## src/rtl/hf_pkg.sv

```systemverilog
package hf_pkg;

    typedef enum logic [1:0] {
        W_ZERO   = 2'b00,
        W_NEG    = 2'b01,
        W_DOUBLE = 2'b10,
        W_TRIPLE = 2'b11
    } weight_e;

    localparam int CORNERS_PER_RECT = 4;
    localparam int C_TL = 0;
    localparam int C_TR = 1;
    localparam int C_BL = 2;
    localparam int C_BR = 3;

endpackage

```

## src/rtl/hf_rect_stage.sv

```systemverilog
module hf_rect_stage #(
    parameter int CORNER_W = 17,
    parameter int NUM_RECT = 3,
    parameter int LEAF_W   = 16,
    parameter int FEAT_W   = 23,
    localparam int RECT_W  = CORNER_W + 2,
    localparam int IN_W    = NUM_RECT * hf_pkg::CORNERS_PER_RECT * CORNER_W
) (
    input  logic                       clk,
    input  logic                       rst_n,
    input  logic                       in_valid,
    input  logic [IN_W-1:0]            in_corners,
    input  logic [2*NUM_RECT-1:0]      in_weights,
    input  logic signed [FEAT_W-1:0]   in_threshold,
    input  logic [LEAF_W-1:0]          in_leaf_left,
    input  logic [LEAF_W-1:0]          in_leaf_right,
    output logic                       s1_valid,
    output logic [NUM_RECT*RECT_W-1:0] s1_sums,
    output logic [2*NUM_RECT-1:0]      s1_weights,
    output logic signed [FEAT_W-1:0]   s1_threshold,
    output logic [LEAF_W-1:0]          s1_left,
    output logic [LEAF_W-1:0]          s1_right
);
    import hf_pkg::*;

    logic [NUM_RECT*RECT_W-1:0] sums_next;

    for (genvar k = 0; k < NUM_RECT; k++) begin : g_rect
        localparam int BASE = k * CORNERS_PER_RECT;
        logic signed [RECT_W-1:0] tl, tr, bl, br;
        always_comb begin
            tl = $signed({2'b00, in_corners[(BASE + C_TL)*CORNER_W +: CORNER_W]});
            tr = $signed({2'b00, in_corners[(BASE + C_TR)*CORNER_W +: CORNER_W]});
            bl = $signed({2'b00, in_corners[(BASE + C_BL)*CORNER_W +: CORNER_W]});
            br = $signed({2'b00, in_corners[(BASE + C_BR)*CORNER_W +: CORNER_W]});
            sums_next[k*RECT_W +: RECT_W] = br - tr - bl + tl;
        end
    end

    always_ff @(posedge clk) begin
        if (!rst_n) begin
            s1_valid <= 1'b0;
        end else begin
            s1_valid <= in_valid;
        end
    end

    always_ff @(posedge clk) begin
        if (in_valid) begin
            s1_sums      <= sums_next;
            s1_weights   <= in_weights;
            s1_threshold <= in_threshold;
            s1_left      <= in_leaf_left;
            s1_right     <= in_leaf_right;
        end
    end

    // valid advances one register per cycle
    a_r6_valid_enters: assert property (@(posedge clk) disable iff (!rst_n)
        in_valid |=> s1_valid);
    a_r6_idle_enters: assert property (@(posedge clk) disable iff (!rst_n)
        !in_valid |=> !s1_valid);

    // a rectangle whose four corners are equal sums to zero
    a_r2_flat_rect_zero: assert property (@(posedge clk) disable iff (!rst_n)
        (in_valid
         && in_corners[C_TL*CORNER_W +: CORNER_W] == in_corners[C_TR*CORNER_W +: CORNER_W]
         && in_corners[C_TL*CORNER_W +: CORNER_W] == in_corners[C_BL*CORNER_W +: CORNER_W]
         && in_corners[C_TL*CORNER_W +: CORNER_W] == in_corners[C_BR*CORNER_W +: CORNER_W])
        |=> (s1_sums[RECT_W-1:0] == '0));

endmodule

```

## src/rtl/hf_decide_stage.sv

```systemverilog
module hf_decide_stage #(
    parameter int CORNER_W = 17,
    parameter int NUM_RECT = 3,
    parameter int LEAF_W   = 16,
    parameter int FEAT_W   = 23,
    localparam int RECT_W  = CORNER_W + 2
) (
    input  logic                       clk,
    input  logic                       rst_n,
    input  logic                       s1_valid,
    input  logic [NUM_RECT*RECT_W-1:0] s1_sums,
    input  logic [2*NUM_RECT-1:0]      s1_weights,
    input  logic signed [FEAT_W-1:0]   s1_threshold,
    input  logic [LEAF_W-1:0]          s1_left,
    input  logic [LEAF_W-1:0]          s1_right,
    output logic                       out_valid,
    output logic [LEAF_W-1:0]          out_leaf
);
    import hf_pkg::*;

    logic signed [FEAT_W-1:0] scaled [NUM_RECT];
    logic signed [FEAT_W-1:0] feat_value;
    logic                     go_right;

    for (genvar k = 0; k < NUM_RECT; k++) begin : g_weight
        logic [RECT_W-1:0]        raw;
        logic signed [FEAT_W-1:0] ext;
        always_comb begin
            raw = s1_sums[k*RECT_W +: RECT_W];
            ext = $signed({{(FEAT_W-RECT_W){raw[RECT_W-1]}}, raw});
            unique case (weight_e'(s1_weights[2*k +: 2]))
                W_ZERO:   scaled[k] = '0;
                W_NEG:    scaled[k] = -ext;
                W_DOUBLE: scaled[k] = ext <<< 1;
                W_TRIPLE: scaled[k] = ext + (ext <<< 1);
                default:  scaled[k] = '0;
            endcase
        end
    end

    always_comb begin
        feat_value = '0;
        for (int k = 0; k < NUM_RECT; k++) begin
            feat_value = feat_value + scaled[k];
        end
        go_right = (feat_value > s1_threshold);
    end

    always_ff @(posedge clk) begin
        if (!rst_n) begin
            out_valid <= 1'b0;
            out_leaf  <= '0;
        end else begin
            out_valid <= s1_valid;
            if (s1_valid) begin
                out_leaf <= go_right ? s1_right : s1_left;
            end
        end
    end

    // result follows stage one by exactly one cycle
    a_r6_result_follows: assert property (@(posedge clk) disable iff (!rst_n)
        s1_valid |=> out_valid);
    a_r6_no_spurious: assert property (@(posedge clk) disable iff (!rst_n)
        !s1_valid |=> !out_valid);

    // result is always one of the two leaves presented
    a_r5_one_of_two: assert property (@(posedge clk) disable iff (!rst_n)
        s1_valid |=> (out_leaf == $past(s1_left) || out_leaf == $past(s1_right)));

    // no new result, no change
    a_r7_hold_leaf: assert property (@(posedge clk) disable iff (!rst_n)
        !s1_valid |=> $stable(out_leaf));

    // all weights zero gives feature value zero, so the threshold sign decides
    a_r8_all_zero_weight: assert property (@(posedge clk) disable iff (!rst_n)
        (s1_valid && s1_weights == '0) |=>
        (out_leaf == (($signed($past(s1_threshold)) < 0) ? $past(s1_right) : $past(s1_left))));

endmodule

```

## src/rtl/hf_feature_eval.sv

```systemverilog
module hf_feature_eval #(
    parameter int CORNER_W = 17,
    parameter int NUM_RECT = 3,
    parameter int LEAF_W   = 16,
    localparam int FEAT_W  = CORNER_W + 4 + $clog2(NUM_RECT + 1),
    localparam int RECT_W  = CORNER_W + 2,
    localparam int IN_W    = NUM_RECT * hf_pkg::CORNERS_PER_RECT * CORNER_W
) (
    input  logic                     clk,
    input  logic                     rst_n,
    input  logic                     in_valid,
    input  logic [IN_W-1:0]          in_corners,
    input  logic [2*NUM_RECT-1:0]    in_weights,
    input  logic signed [FEAT_W-1:0] in_threshold,
    input  logic [LEAF_W-1:0]        in_leaf_left,
    input  logic [LEAF_W-1:0]        in_leaf_right,
    output logic                     out_valid,
    output logic [LEAF_W-1:0]        out_leaf
);
    logic                       s1_valid;
    logic [NUM_RECT*RECT_W-1:0] s1_sums;
    logic [2*NUM_RECT-1:0]      s1_weights;
    logic signed [FEAT_W-1:0]   s1_threshold;
    logic [LEAF_W-1:0]          s1_left;
    logic [LEAF_W-1:0]          s1_right;

    hf_rect_stage #(
        .CORNER_W(CORNER_W), .NUM_RECT(NUM_RECT), .LEAF_W(LEAF_W), .FEAT_W(FEAT_W)
    ) u_rect (
        .clk          (clk),
        .rst_n        (rst_n),
        .in_valid     (in_valid),
        .in_corners   (in_corners),
        .in_weights   (in_weights),
        .in_threshold (in_threshold),
        .in_leaf_left (in_leaf_left),
        .in_leaf_right(in_leaf_right),
        .s1_valid     (s1_valid),
        .s1_sums      (s1_sums),
        .s1_weights   (s1_weights),
        .s1_threshold (s1_threshold),
        .s1_left      (s1_left),
        .s1_right     (s1_right)
    );

    hf_decide_stage #(
        .CORNER_W(CORNER_W), .NUM_RECT(NUM_RECT), .LEAF_W(LEAF_W), .FEAT_W(FEAT_W)
    ) u_decide (
        .clk         (clk),
        .rst_n       (rst_n),
        .s1_valid    (s1_valid),
        .s1_sums     (s1_sums),
        .s1_weights  (s1_weights),
        .s1_threshold(s1_threshold),
        .s1_left     (s1_left),
        .s1_right    (s1_right),
        .out_valid   (out_valid),
        .out_leaf    (out_leaf)
    );

    // reset clears the result register
    a_r1_reset_clear: assert property (@(posedge clk)
        !rst_n |=> (!out_valid && out_leaf == '0));

endmodule

```

## config.mk

```make
export PLATFORM = sky130hd
export DESIGN_NAME = hf_feature_eval
export DESIGN_NICKNAME = d
export VERILOG_FILES = /design/src/rtl/hf_pkg.sv /design/src/rtl/hf_rect_stage.sv /design/src/rtl/hf_decide_stage.sv /design/src/rtl/hf_feature_eval.sv
export SDC_FILE = /design/constraint.sdc
export NUM_CORES = 1
export LEC_CHECK = 0
export ABC_AREA = 1
export BUFFER_PORTS_ARGS = -buffer_cell sky130_fd_sc_hd__buf_2
export CAP_MARGIN = 20
export CORE_MARGIN = 4
export CORE_UTILIZATION = 30
export CTS_CLUSTER_DIAMETER = 50
export DETAILED_ROUTE_END_ITERATION = 16
export PLACE_DENSITY_LB_ADDON = 0.3
export SLEW_MARGIN = 20
export SYNTH_ARGS = -nofsm -noshare
export SYNTH_HDL_FRONTEND = slang
export SYNTH_SLANG_ARGS = --single-unit
```

## constraint.sdc

```tcl
create_clock -name clk -period 8.7 [get_ports clk]
set_input_delay 0 -clock clk [delete_from_list [all_inputs] [get_ports clk]]
set_output_delay 0 -clock clk [all_outputs]
set_load 0.02 [all_outputs]
```

==> results of run 1 <==
==> synthesized netlist by cell type, drive strengths merged, types with 4 or more instances <==
cell / n
nor3: 24
clkbuf: 11
nand3: 133
nand3b: 7
edfxtp: 118
xor2: 82
or2: 11
a21oi: 256
o31ai: 9
o21a: 4
xnor2: 44
inv: 472
o211ai: 21
dfxtp: 18
ha: 260
o22ai: 7
and2: 4
o21bai: 19
a21boi: 11
nand4: 26
o21ai: 154
nand2: 464
fa: 80
a21o: 20
buf: 5
nor2: 175
o221ai: 12
a31oi: 14
a211oi: 4
==> power groups by stage <==
| stage | logic (uW) | registers (uW) | clock network, uW |
|---|---|---|---|
| 2_1_floorplan | 5570 | 1190 | 0 |
| 3_5_place_dp | 7150 | 1220 | 0 |
| 6_report | 7200 | 1210 | 739 |
| 3_3_place_gp | 7120 | 1220 | 0 |
| 5_1_grt | 8250 | 1240 | 792 |
| 4_1_cts | 7220 | 1210 | 770 |
==> per-layer routing <==
layer / share of wire / wire length, um
met5: 0 / 0
met1: 0.49 / 24400
met3: 0.047 / 2340
met2: 0.45 / 22500
met4: 0.012 / 605
==> path summary, 6_finish.rpt <==
path,endpoint,slack [ns]
min,u_rect.s1_sums[38],0.06
min reg2reg,u_decide.out_leaf[10],0.47
max,u_decide.out_leaf[4],2.67
max reg2reg,u_decide.out_leaf[4],2.67
==> critical path: cells and delay by family (launching register included) <==
kind	cells	cell delay, ns
simple gates	17	2.08
fa+ha+maj	5	1.95
compound gates	6	1.02
flops	1	0.46
buf+inv	5	0.37
==> through the flow <==
step / std cells / setup slack, ns / power, uW
global route: 3623 / 2.08 / 10300
floorplan: 2475 / 3.60 / 6750
detailed placement: 3526 / 2.70 / 8370
finish: 3623 / 2.67 / 9150
global placement: 3526 / 2.82 / 8340
CTS: 3623 / 2.65 / 9190
==> logic make-up (layout without fill, tap and decap cells) <==
kind of cell | after synthesis | count (layout) | share of synthesized area
AO/OA/AOI/OAI | 536 | 536 | 0.164
flip-flops | 136 | 136 | 0.212
XOR/XNOR | 126 | 126 | 0.0598
buffers and inverters | 490 | 856 | 0.101
AND/OR/NAND/NOR | 847 | 847 | 0.200
adder cells (fa/ha/maj) | 340 | 340 | 0.263
==> timing repair <==
item                      in CTS  in global routing
hold buffers                  65                  0
buffers inserted               0                  0
hold endpoints to repair      66                  0
==> final cells by class <==
cell class                 instances  share of cell area
timing repair buffer             350              0.0946
inverter                         474              0.0809
multi-input combinational       1849               0.576
sequential                       136               0.177
clock buffer                      18              0.0195
clock inverter                    14             0.00728
tap                              782              0.0445
==> sequential cells by signal (all words and copies together) (netlist names) <==
register and flops:
u_decide.out_valid 1, u_decide.out_leaf 16, u_rect.s1_sums 57, u_rect.s1_left 16, u_rect.s1_valid 1, u_rect.s1_right 16
u_rect.s1_threshold 23, u_rect.s1_weights 6
==> results.sh, run 1 <==
export IMPL_outcome="finished, final reports clean"
export IMPL_fillers=6456
export IMPL_powerDensity_nw_per_um2=416
export IMPL_tritoncts="done"
export IMPL_worstSetupEndpointType="flop"
export IMPL_die_h_um=256
export IMPL_yosys_area_top_type_share=0.192
export IMPL_relSlewSlack=0.327
export IMPL_io_pins=285
export IMPL_max_freq_mhz=166
export IMPL_drc=0
export IMPL_critical_path_max_stage_delay_ns=0.53
export IMPL_grt_busiest_layer="met2"
export IMPL_nets=3436
export IMPL_startpoint="u_rect.s1_sums[38]"
export IMPL_vdd_drop_max_v=0.000376
export IMPL_power_leakage_uw=0.0110
export IMPL_ys_flop_type="edfxtp_1"
export IMPL_worst_pin_slew_ns=1.01
export IMPL_start_kind="flop"
export IMPL_drive_above_1_share=0.135
export IMPL_finClkSkew_ns=0.0110
export IMPL_regArea_um2=3900
export IMPL_min_path_cells=1
export IMPL_ys_ff_latch=136
export IMPL_internal_power_uw=4090
export IMPL_dieArea_um2=65500
export IMPL_ant_nets=0
export IMPL_cts_resized=0
export IMPL_num_vias=17000
export IMPL_place_hpwl_um=41700
export IMPL_antenna_found_initial=0
export IMPL_synthesis_nets=3083
export IMPL_insertion_delay_ns=0.46
export IMPL_gp_congestion=0.880
export IMPL_grt_start_max_net_pins=79
export IMPL_power_frac_seq=0.132
export IMPL_async_reset_ff_frac=0
export IMPL_grt_pass1_vias=16600
export IMPL_layout_common_cells="inv_1 (461), nand2_1 (451), buf_2 (283), ha_1 (260), a21oi_1 (252)"
export IMPL_h_tree_depth=4
export IMPL_rsz0062_at_grt="no"
export IMPL_pwr_share_clk=0.081
export IMPL_use_met1=0.207
export IMPL_fin_crit_ns=6.03
export IMPL_final_common_cell="inv_1"
export IMPL_avgSynthCellArea_um2=7.45
export IMPL_slowest_stage="fa_1"
export IMPL_critical_path_arrival_ns=6.34
export IMPL_antenna_diode_count=0
export IMPL_synth_edf_count=118
export IMPL_finalWirelength_um=49900
export IMPL_die_w_um=256
export IMPL_hp_start="in_valid"
export IMPL_cts_buffers_inserted=17
export IMPL_start_util=0.304
export IMPL_synth_area_leader_cell="edfxtp_1"
export IMPL_grt_overflow_total=0
export IMPL_drt_iter0_drc=954
export IMPL_crit_type="flop to flop"
export IMPL_slew_violations=0
export IMPL_core_area_um2=60600
export IMPL_dr_pass1_iters=5
export IMPL_syn_area_um2=18400
export IMPL_p_comb_frac=0.787
export IMPL_finalHoldViolCount=0
export IMPL_use_met3=0.0232
export IMPL_placed_area_um2=20800
export IMPL_ys_types=53
export IMPL_cts_buffer_depth=2
export IMPL_postLayoutCoreUtil=0.363
export IMPL_wl_per_cell_um=13.8
export IMPL_final_area_um2=22000
export IMPL_grt_use_met2=0.243
export IMPL_yosysWarnings=0
export IMPL_worst_r2r_cell_count=33
export IMPL_cap_violations=0
export IMPL_rows=90
export IMPL_timing_rr_start="u_rect.s1_sums[38]"
export IMPL_ys_top_cells_by_area="edfxtp_1 (19%), ha_1 (18%), inv_1 (9.4%), nand2_1 (9.2%), fa_1 (8.7%)"
export IMPL_hold_class="input port to flop"
export IMPL_whs_ns=0.0554
export IMPL_min_period_over_period=0.693
export IMPL_path_max_fanout=17
export IMPL_required_ns=9.01
export IMPL_power_switching_uw=5060
export IMPL_grt_pass1_wl_um=81200
export IMPL_multi_input_area_um2=12700
export IMPL_postSynthCellCount=2475
export IMPL_root_buffer="clkbuf_16"
export IMPL_port_buffers=284
export IMPL_setup_tns_ns=0
export IMPL_track_usage=0.148
export IMPL_cts_sink_count=136
export IMPL_cts_clk_slew_worst_paths_ns=0.06
export IMPL_yosysSeqAreaShare=0.212
export IMPL_vias_per_cell=4.69
export IMPL_finalSetupViolations=0
export IMPL_p_sw_frac=0.553
export IMPL_area_delta_synth_final_pct=19.3
(Power assumes the default switching activity.)
==> run 2: changes to the inputs <==
- ABC_AREA: 1 -> 0
- clock period: 8.7 -> 5.8 ns (I/O delays scaled with it)
==> results.sh, run 2 <==
export IMPL_finClkSkew_ns=0.0128
export IMPL_async_reset_ff_frac=0
export IMPL_rsz0062_at_grt="yes"
export IMPL_largest_reg_flops=57
export IMPL_final_common_cell="buf_2"
export IMPL_top_regs="u_rect.s1_sums (57), u_rect.s1_threshold (23)"
export IMPL_max_freq_mhz=150
export IMPL_fin_ws_ns=-0.889
export IMPL_pre_cts_slack_ns=-1.15
export IMPL_drc=0
export IMPL_dieArea_um2=61500
export IMPL_relSlewSlack=0.350
export IMPL_synth_edf_count=118
export IMPL_placed_cells=3211
export IMPL_synth_common_cells="inv_1 (275), ha_1 (260), xnor2_1 (145), a21oi_1 (140), nor2_1 (122)"
export IMPL_drt_iter0_drc=572
export IMPL_power_leakage_uw=0.0113
export IMPL_tritoncts="done"
export IMPL_rows=87
export IMPL_port_buffers=284
export IMPL_fillers=5631
export IMPL_avgSynthCellArea_um2=8.87
export IMPL_crit_type="flop to flop"
export IMPL_antenna_found_initial=2
export IMPL_whs_ns=0.110
export IMPL_path_max_fanout=8
export IMPL_wl_per_cell_um=13.8
export IMPL_start_kind="flop"
export IMPL_vias_per_cell=4.72
export IMPL_num_vias=15700
export IMPL_die_h_um=248
export IMPL_gp_congestion=0.894
export IMPL_place_hpwl_um=38300
export IMPL_synthesis_nets=2557
export IMPL_fin_crit_ns=6.69
export IMPL_synth_area_leader_cell="edfxtp_1"
export IMPL_path_buf_inv=3
export IMPL_min_period_over_period=1.15
export IMPL_ys_ff_latch=136
export IMPL_critical_path_arrival_ns=7.00
export IMPL_start_util=0.305
export IMPL_cap_violations=0
export IMPL_cpLargestDelayFamily="compound AO/OA/AOI/OAI gates"
export IMPL_grt_pass1_vias=15500
export IMPL_instances_no_fill=3323
export IMPL_setup_tns_ns=-13.66
export IMPL_h_tree_depth=4
export IMPL_cpMostUsedCell="a21oi_2"
export IMPL_insertion_delay_ns=0.46
export IMPL_hold_class="input port to flop"
export IMPL_cts_sink_count=136
export IMPL_ys_top_cells_by_area="edfxtp_1 (20%), ha_1 (19%), fa_1 (9.3%), xnor2_1 (7.3%), inv_1 (6.0%)"
export IMPL_worst_pin_slew_ns=0.974
export IMPL_powerDensity_nw_per_um2=685
export IMPL_yosysWarnings=0
export IMPL_critical_path_max_stage_delay_ns=0.48
export IMPL_slew_violations=0
export IMPL_ys_flop_type="edfxtp_1"
export IMPL_yosysSeqAreaShare=0.226
export IMPL_postLayoutCoreUtil=0.408
export IMPL_grt_overflow_total=0
export IMPL_io_pins=285
export IMPL_top_register="u_rect.s1_sums"
export IMPL_slowest_stage="fa_1"
export IMPL_required_ns=6.11
export IMPL_layout_common_cells="buf_2 (283), inv_1 (272), buf_4 (264), ha_1 (253), xnor2_1 (145)"
export IMPL_finalSetupViolations=16
export IMPL_grt_pass1_wl_um=73800
export IMPL_outcome="complete, but fails checks"
export IMPL_track_usage=0.146
export IMPL_yosys_area_top_type_share=0.205
export IMPL_r2r_setup_slack_ns=-0.89
export IMPL_dr_pass1_iters=5
export IMPL_drive_above_1_share=0.255
export IMPL_root_buffer="clkbuf_16"
export IMPL_finalHoldViolCount=0
export IMPL_die_w_um=248
export IMPL_worstSetupEndpointType="flop"
export IMPL_postSynthCellCount=1949
export IMPL_ant_nets=0
export IMPL_yosysMostFrequentCell="inv_1"
export IMPL_cts_buffer_depth=2
export IMPL_ys_types=76
export IMPL_violations="negative setup slack"
export IMPL_syn_area_um2=17300
export IMPL_nets=3160
export IMPL_cts_buffers_inserted=17
export IMPL_cts_clk_slew_worst_paths_ns=0.07
export IMPL_vdd_drop_max_v=0.000841
export IMPL_area_delta_synth_final_pct=33.9
export IMPL_finalWirelength_um=45800
export IMPL_grt_start_max_net_pins=64
export IMPL_core_area_um2=56700
## run 2: changes by cell type after synthesis, sizes merged, moves of 52 or more
cell,previous run,this run
a21oi,256,142
inv,472,275
nand2,464,118
nand3,133,35
nor2,175,123
xnor2,44,145
## run 2: per-layer routing
layer	up-vias	routed length (um)	global-route usage
li1	8055	-	-
met1	7268	20900	0.189
met2	317	22100	0.255
met3	41	2110	0.0241
met4	0	699	0.0345
met5	-	0	0
## run 2: area by class of cell
type                       instances  area [um^2]  area share
tap                              756          946      0.0409
sequential                       136         3900       0.169
clock inverter                    15          174     0.00751
clock buffer                      17          425      0.0184
timing repair buffer             618         4170       0.180
antenna                            2         5.00    0.000216
multi-input combinational       1504        12500       0.540
inverter                         275         1030      0.0446
## run 2: where the power goes
part	internal, uW	switching, uW	total (uW)	leakage (uW)
Combinational	6640	6480	13100	0.00967
Clock	616	502	1120	0.000293
Sequential	1440	194	1630	0.00130
## run 2: final timing paths
path,from,end,depth (start not counted)
worst max-delay path,u_rect.s1_sums[39],u_decide.out_leaf[4],30
worst min-delay path,in_corners[102],u_rect.s1_sums[19],4
worst max register to register,u_rect.s1_sums[39],u_decide.out_leaf[4],30
worst min register to register,u_rect.s1_right[10],u_decide.out_leaf[10],2
## run 2: logic make-up after synthesis
| group | synth area share |
|---|---|
| DFF | 0.226 |
| AOI/OAI and AO/OA | 0.192 |
| buffers and inverters | 0.0673 |
| adders and majority gates | 0.281 |
| xor gates and xnor gates | 0.0960 |
| and+or+nand+nor | 0.122 |
| muxes | 0.0164 |
## run 2: repair_timing
item | CTS | global route
hold buffers | 65 | 0
setup buffers | 7 | 5
pin swaps | 1 | 6
setup endpoints to repair | 16 | 16
resized for setup | 16 | 24
hold endpoints to repair | 82 | 0
gates cloned | 1 | 0
## run 2: worst reg2reg max path, delay by kind of cell, from the launching register on
| kind | cells | cell delay [ns] |
|---|---|---|
| adder cells (fa/ha/maj) | 5 | 1.57 |
| AND/OR/NAND/NOR | 4 | 0.46 |
| AO/OA/AOI/OAI | 14 | 2.64 |
| XOR/XNOR | 2 | 0.43 |
| buffers and inverters | 3 | 0.51 |
| multiplexers | 2 | 0.53 |
| flip-flops | 1 | 0.40 |
## run 2: metrics by stage
stage               power (uW)  area [um^2]
floorplan                 9810        17400
global placement         13800        21600
detailed placement       14100        21600
CTS                      15700        23000
global route             17500        23100
finish                   15900        23100
